[src/rtl/ftrace_pkg.sv]
package ftrace_pkg;
  typedef enum logic {
    CYC_FULL      = 1'b0,
    CYC_ADDR_ONLY = 1'b1
  } cyc_kind_e;
endpackage

[src/rtl/ftrace_resync_det.sv]
module ftrace_resync_det (
  input  logic clk_i,
  input  logic rst_ni,
  input  logic lvl_i,
  input  logic accept_i,
  output logic pend_o
);
  logic lvl_q, pend_q;
  logic chg;

  assign chg = lvl_i ^ lvl_q;

  always_ff @(posedge clk_i or negedge rst_ni) begin
    if (!rst_ni) begin
      lvl_q  <= 1'b0;
      pend_q <= 1'b0;
    end else begin
      lvl_q  <= lvl_i;
      // a change in the accepting cycle re-arms for the next fetch
      pend_q <= chg | (pend_q & ~accept_i);
    end
  end

  assign pend_o = pend_q;
endmodule

[src/rtl/ftrace_classify.sv]
module ftrace_classify
  import ftrace_pkg::*;
(
  input  logic      indirect_i,
  input  logic      internal_i,
  input  logic      lvl_i,
  input  logic      show_all_i,
  input  logic      pend_i,
  output logic      trace_o,
  output logic      show_o,
  output cyc_kind_e kind_o
);
  logic force_vis;

  always_comb begin
    trace_o   = indirect_i | pend_i;
    force_vis = lvl_i | show_all_i | pend_i;
    show_o    = ~internal_i | (trace_o & force_vis);
    kind_o    = internal_i ? CYC_ADDR_ONLY : CYC_FULL;
  end
endmodule

[src/rtl/ftrace_req_hold.sv]
module ftrace_req_hold
  import ftrace_pkg::*;
#(
  parameter int AW = 32
) (
  input  logic          clk_i,
  input  logic          rst_ni,
  input  logic          load_i,
  input  logic [AW-1:0] addr_i,
  input  cyc_kind_e     kind_i,
  input  logic          trace_i,
  input  logic          gnt_i,
  output logic          free_o,
  output logic          req_o,
  output logic [AW-1:0] addr_o,
  output cyc_kind_e     kind_o,
  output logic          trace_o
);
  logic req_q;

  always_ff @(posedge clk_i or negedge rst_ni) begin
    if (!rst_ni) begin
      req_q   <= 1'b0;
      addr_o  <= '0;
      kind_o  <= CYC_FULL;
      trace_o <= 1'b0;
    end else if (load_i) begin
      req_q   <= 1'b1;
      addr_o  <= addr_i;
      kind_o  <= kind_i;
      trace_o <= trace_i;
    end else if (gnt_i) begin
      req_q   <= 1'b0;
    end
  end

  assign req_o  = req_q;
  assign free_o = ~req_q | gnt_i;
endmodule

[src/rtl/ftrace_show_ctrl.sv]
module ftrace_show_ctrl
  import ftrace_pkg::*;
#(
  parameter int AW = 32
) (
  input  logic          clk_i,
  input  logic          rst_ni,
  input  logic          fetch_valid_i,
  output logic          fetch_ready_o,
  input  logic [AW-1:0] fetch_addr_i,
  input  logic          fetch_indirect_i,
  input  logic          fetch_internal_i,
  input  logic          resync_lvl_i,
  input  logic          show_all_i,
  output logic          bus_req_o,
  input  logic          bus_gnt_i,
  output logic [AW-1:0] bus_addr_o,
  output logic          bus_addr_only_o,
  output logic          bus_trace_o
);
  logic      accept, pend, trace, show, free;
  cyc_kind_e kind, kind_q;

  assign accept        = fetch_valid_i & free;
  assign fetch_ready_o = free;

  ftrace_resync_det u_det (
    .clk_i    (clk_i),
    .rst_ni   (rst_ni),
    .lvl_i    (resync_lvl_i),
    .accept_i (accept),
    .pend_o   (pend)
  );

  ftrace_classify u_cls (
    .indirect_i (fetch_indirect_i),
    .internal_i (fetch_internal_i),
    .lvl_i      (resync_lvl_i),
    .show_all_i (show_all_i),
    .pend_i     (pend),
    .trace_o    (trace),
    .show_o     (show),
    .kind_o     (kind)
  );

  ftrace_req_hold #(.AW(AW)) u_hold (
    .clk_i   (clk_i),
    .rst_ni  (rst_ni),
    .load_i  (accept & show),
    .addr_i  (fetch_addr_i),
    .kind_i  (kind),
    .trace_i (trace),
    .gnt_i   (bus_gnt_i),
    .free_o  (free),
    .req_o   (bus_req_o),
    .addr_o  (bus_addr_o),
    .kind_o  (kind_q),
    .trace_o (bus_trace_o)
  );

  assign bus_addr_only_o = (kind_q == CYC_ADDR_ONLY);
endmodule

[config.mk]
export PLATFORM = sky130hd
export DESIGN_NAME = ftrace_show_ctrl
export DESIGN_NICKNAME = d
export VERILOG_FILES = /design/src/rtl/ftrace_pkg.sv /design/src/rtl/ftrace_resync_det.sv /design/src/rtl/ftrace_classify.sv /design/src/rtl/ftrace_req_hold.sv /design/src/rtl/ftrace_show_ctrl.sv
export SDC_FILE = /design/constraint.sdc
export NUM_CORES = 1
export LEC_CHECK = 0
export BUFFER_PORTS_ARGS = -buffer_cell sky130_fd_sc_hd__buf_2
export CAP_MARGIN = 40
export CELL_PAD_IN_SITES_DETAIL_PLACEMENT = 1
export CELL_PAD_IN_SITES_GLOBAL_PLACEMENT = 1
export CORE_MARGIN = 4
export CORE_UTILIZATION = 34
export CTS_CLUSTER_SIZE = 8
export DETAILED_ROUTE_END_ITERATION = 8
export PLACE_DENSITY_LB_ADDON = 0.3
export SYNTH_ARGS = -nofsm -noshare
export SYNTH_HDL_FRONTEND = slang
export SYNTH_SLANG_ARGS = --single-unit
[constraint.sdc]
create_clock -name clk_i -period 1.62 [get_ports clk_i]
set_input_delay 0.081 -clock clk_i [delete_from_list [all_inputs] [get_ports clk_i]]
set_output_delay 0.081 -clock clk_i [all_outputs]
set_load 0.02 [all_outputs]
==> flow_summary.json <==
{
  "cts_tree": "built",
  "routed_via_density": 4.57,
  "required_ps": 1780,
  "nets": 213,
  "synth_top_area_share_pct": 65.1,
  "dr.pass1.iters": 5,
  "dp_hpwl_mm": 2.68,
  "yosysTopAreaCell": "dfrtp_1",
  "track_usage_pct": 13.7,
  "synth_cell_types": 13,
  "p_sw_w": 0.000768,
  "p_int_w": 0.00180,
  "drv_cap": 0,
  "overflow": 0,
  "critical_path_class": "input port to register",
  "syn2layout_area_growth_pct": 46.9,
  "antenna_found_initial": 0,
  "dr_total_vias": 1023,
  "avgSynthCellArea_um2": 16.5,
  "p_sw_share_pct": 29.9,
  "rsz0062_at_grt": "no",
  "arrival_ps": 1730,
  "total_power_w": 0.00257,
  "fp.dieW_um": 72.7,
  "setup_viol": 0,
  "start_kind": "input port",
  "ir_worst_vdd_mv": 0.591,
  "cts-root-buf": "clkbuf_8",
  "p_leak_nw": 1.04,
  "syn_nets": 126,
  "synthAdderAreaFrac_pct": 0,
  "rows": 23,
  "yosysWarnings": 0,
  "status": "finished clean",
  "syn-cell-area_mm2": 0.00142,
  "die_y_um": 72.7,
  "ys_seq_area_share_pct": 65.1,
  "grt_pass1_vias": 1166,
  "critPathCaptureType": "register",
  "final_layout_size_suffix_gt1_share_pct": 70.1,
  "whs_ps": 33.9,
  "num_antenna_cells": 0,
  "hold_viol": 0,
  "nFillCells": 447,
  "pin_count": 76,
  "coreArea_mm2": 0.00403,
  "detail_route.wl_per_cell_um": 16.4,
  "totalWireLength_mm": 3.67,
  "routabilityCongestion": 0.729,
  "cts_htree_levels": 2,
  "setup_tns_ps": 0,
  "clkPwrFrac_pct": 26.7,
  "route.detailed.drc": 0,
  "hold_path.class": "input port to register",
  "fin_crit_ps": 1570,
  "clockBufferDepth": 2,
  "initial_core_util_pct": 35.3,
  "fin_crit_sh_pct": 96.8,
  "drtAntennaViolNets": 0,
  "synth-seq-cells": 37,
  "cts_buffers": 5,
  "regArea_um2": 926,
  "synth_compound_area_share_pct": 4.14,
  "clock-sinks": 37,
  "synth-xor-area-share_pct": 0.616,
  "muxShareOfSynthArea_pct": 25.4,
  "fin_skew_ps": 5.93,
  "synth_top_family_by_area": "multiplexers",
  "yosys.area_share.simple_pct": 1.85,
  "p_per_area_mw_per_mm2": 1230,
  "grt_pass1_wl_mm": 5.50,
  "synthTopCellsByArea": "dfrtp_1 65%, mux2_2 25%, buf_6 2.4%",
  "grt_max_degree": 38,
  "die_area_mm2": 0.00528,
  "synth_cells": 86,
  "drv_slew": 0,
  "critPathMaxFanout": 6,
  "clock_latency_ps": 280,
  "max_freq_mhz": 638,
  "path_clk_slew_ps": 70,
  "final_core_util_pct": 51.8,
  "multi_input_area_um2": 454,
  "worstMarginPinSlew_ps": 830,
  "port_buffers": 75,
  "pwr-share-comb_pct": 28.2,
  "maxSlewHeadroom_pct": 44.7,
  "drtIter0Drc": 26,
  "p_seq_share_pct": 45.1
}
layout by cell type (no fill, tap or decap):
cell            n
inv_1           2
clkbuf_8        7
clkbuf_16       3
a2bb2oi_1       2
buf_6           1
buf_12          3
xor2_1          1
mux2_2         32
buf_2          74
dlygate4sd3_1   2
o21a_1          1
nand2b_1        2
o21ai_0         1
or3_1           1
a21o_1          1
nand2_1         2
o211ai_4        1
dfrtp_1        37
clkinv_2        1
state kept, by name (all words and copies together) (netlist names):
| name | count |
|---|---|
| u_hold.addr_o | 32 |
| u_det.lvl_q | 1 |
| u_det.pend_o | 1 |
| u_hold.kind_o | 1 |
| u_hold.req_o | 1 |
| u_hold.trace_o | 1 |
cells in the mapped netlist:
cell type,instances
o21a_1,1
xor2_1,1
nand2b_1,2
a21o_1,1
o21ai_0,1
inv_1,2
nand2_1,2
a2bb2oi_1,2
dfrtp_1,37
mux2_2,32
o211ai_4,1
buf_6,3
or3_1,1
per-stage QoR:
step / area [µm²] / worst slack, ps / std cells
floorplan: 1420 / 98.5 / 86
global placement: 1870 / 160 / 210
detailed placement: 1870 / 102 / 210
CTS: 1990 / 29.6 / 220
global route: 2090 / 1.13 / 224
finish: 2090 / 51.6 / 224
cells by family (layout without fill, tap and decap cells):
group,count (synthesis),count (layout)
flops,37,37
buf+inv,5,93
xor+xnor,1,1
compound gates,6,6
simple gates,5,5
mux,32,32
power by group through the flow:
stage	registers, W	logic, W	clock network, W
after floorplan	0.00136	0.000208	0
after global placement	0.00117	0.000663	0
after detailed placement	0.00118	0.000686	0
after CTS	0.00116	0.000690	0.000720
after global routing	0.00118	0.000777	0.000747
final	0.00116	0.000726	0.000685
path summary, 6_finish.rpt:
path	start	end	slack, ps	depth (start not counted)
setup / recovery	resync_lvl_i	u_hold.addr_o[4]	50	6
max in group asynchronous	rst_ni	u_hold.addr_o[2]	640	2
hold / removal	fetch_addr_i[13]	u_hold.addr_o[13]	30	2
hold reg to reg	u_hold.addr_o[13]	u_hold.addr_o[13]	500	1
min in group asynchronous	rst_ni	u_hold.addr_o[18]	460	2
setup reg to reg	u_det.pend_o	u_hold.addr_o[4]	100	5
routing by layer:
| layer | global-route usage [%] | vias up | share of wire (%) |
|---|---|---|---|
| met5 | 0 | - | 0 |
| met1 | 14.4 | 519 | 38 |
| met4 | 4.92 | 0 | 0.52 |
| met3 | 3.44 | 2 | 4.5 |
| met2 | 26.0 | 27 | 57 |
| li1 | - | 475 | - |
worst max-delay path, cell delays in order:
cell and delay (ps):
dlygate4sd3_1 580, o21a_1 230, o211ai_4 210, buf_12 160, clkbuf_16 140, mux2_2 330
final cells by class:
type                            instances  area share (%)
Sequential cell                        37            44.3
Timing Repair Buffer                   83            25.7
Multi-Input combinational cell         44            21.7
Tap cell                               50            3.00
Inverter                                2           0.359
Clock buffer                            7            4.61
Clock inverter                          1           0.240
repair_timing:
action                                  4_1_cts  5_1_grt
endpoints found under the setup margin        0       23
hold endpoints to repair                     38        0
resized for setup                             0        0
hold buffers                                  2        0
buffers inserted                              0        1
No activity file was read; power rests on OpenSTA's default activity.
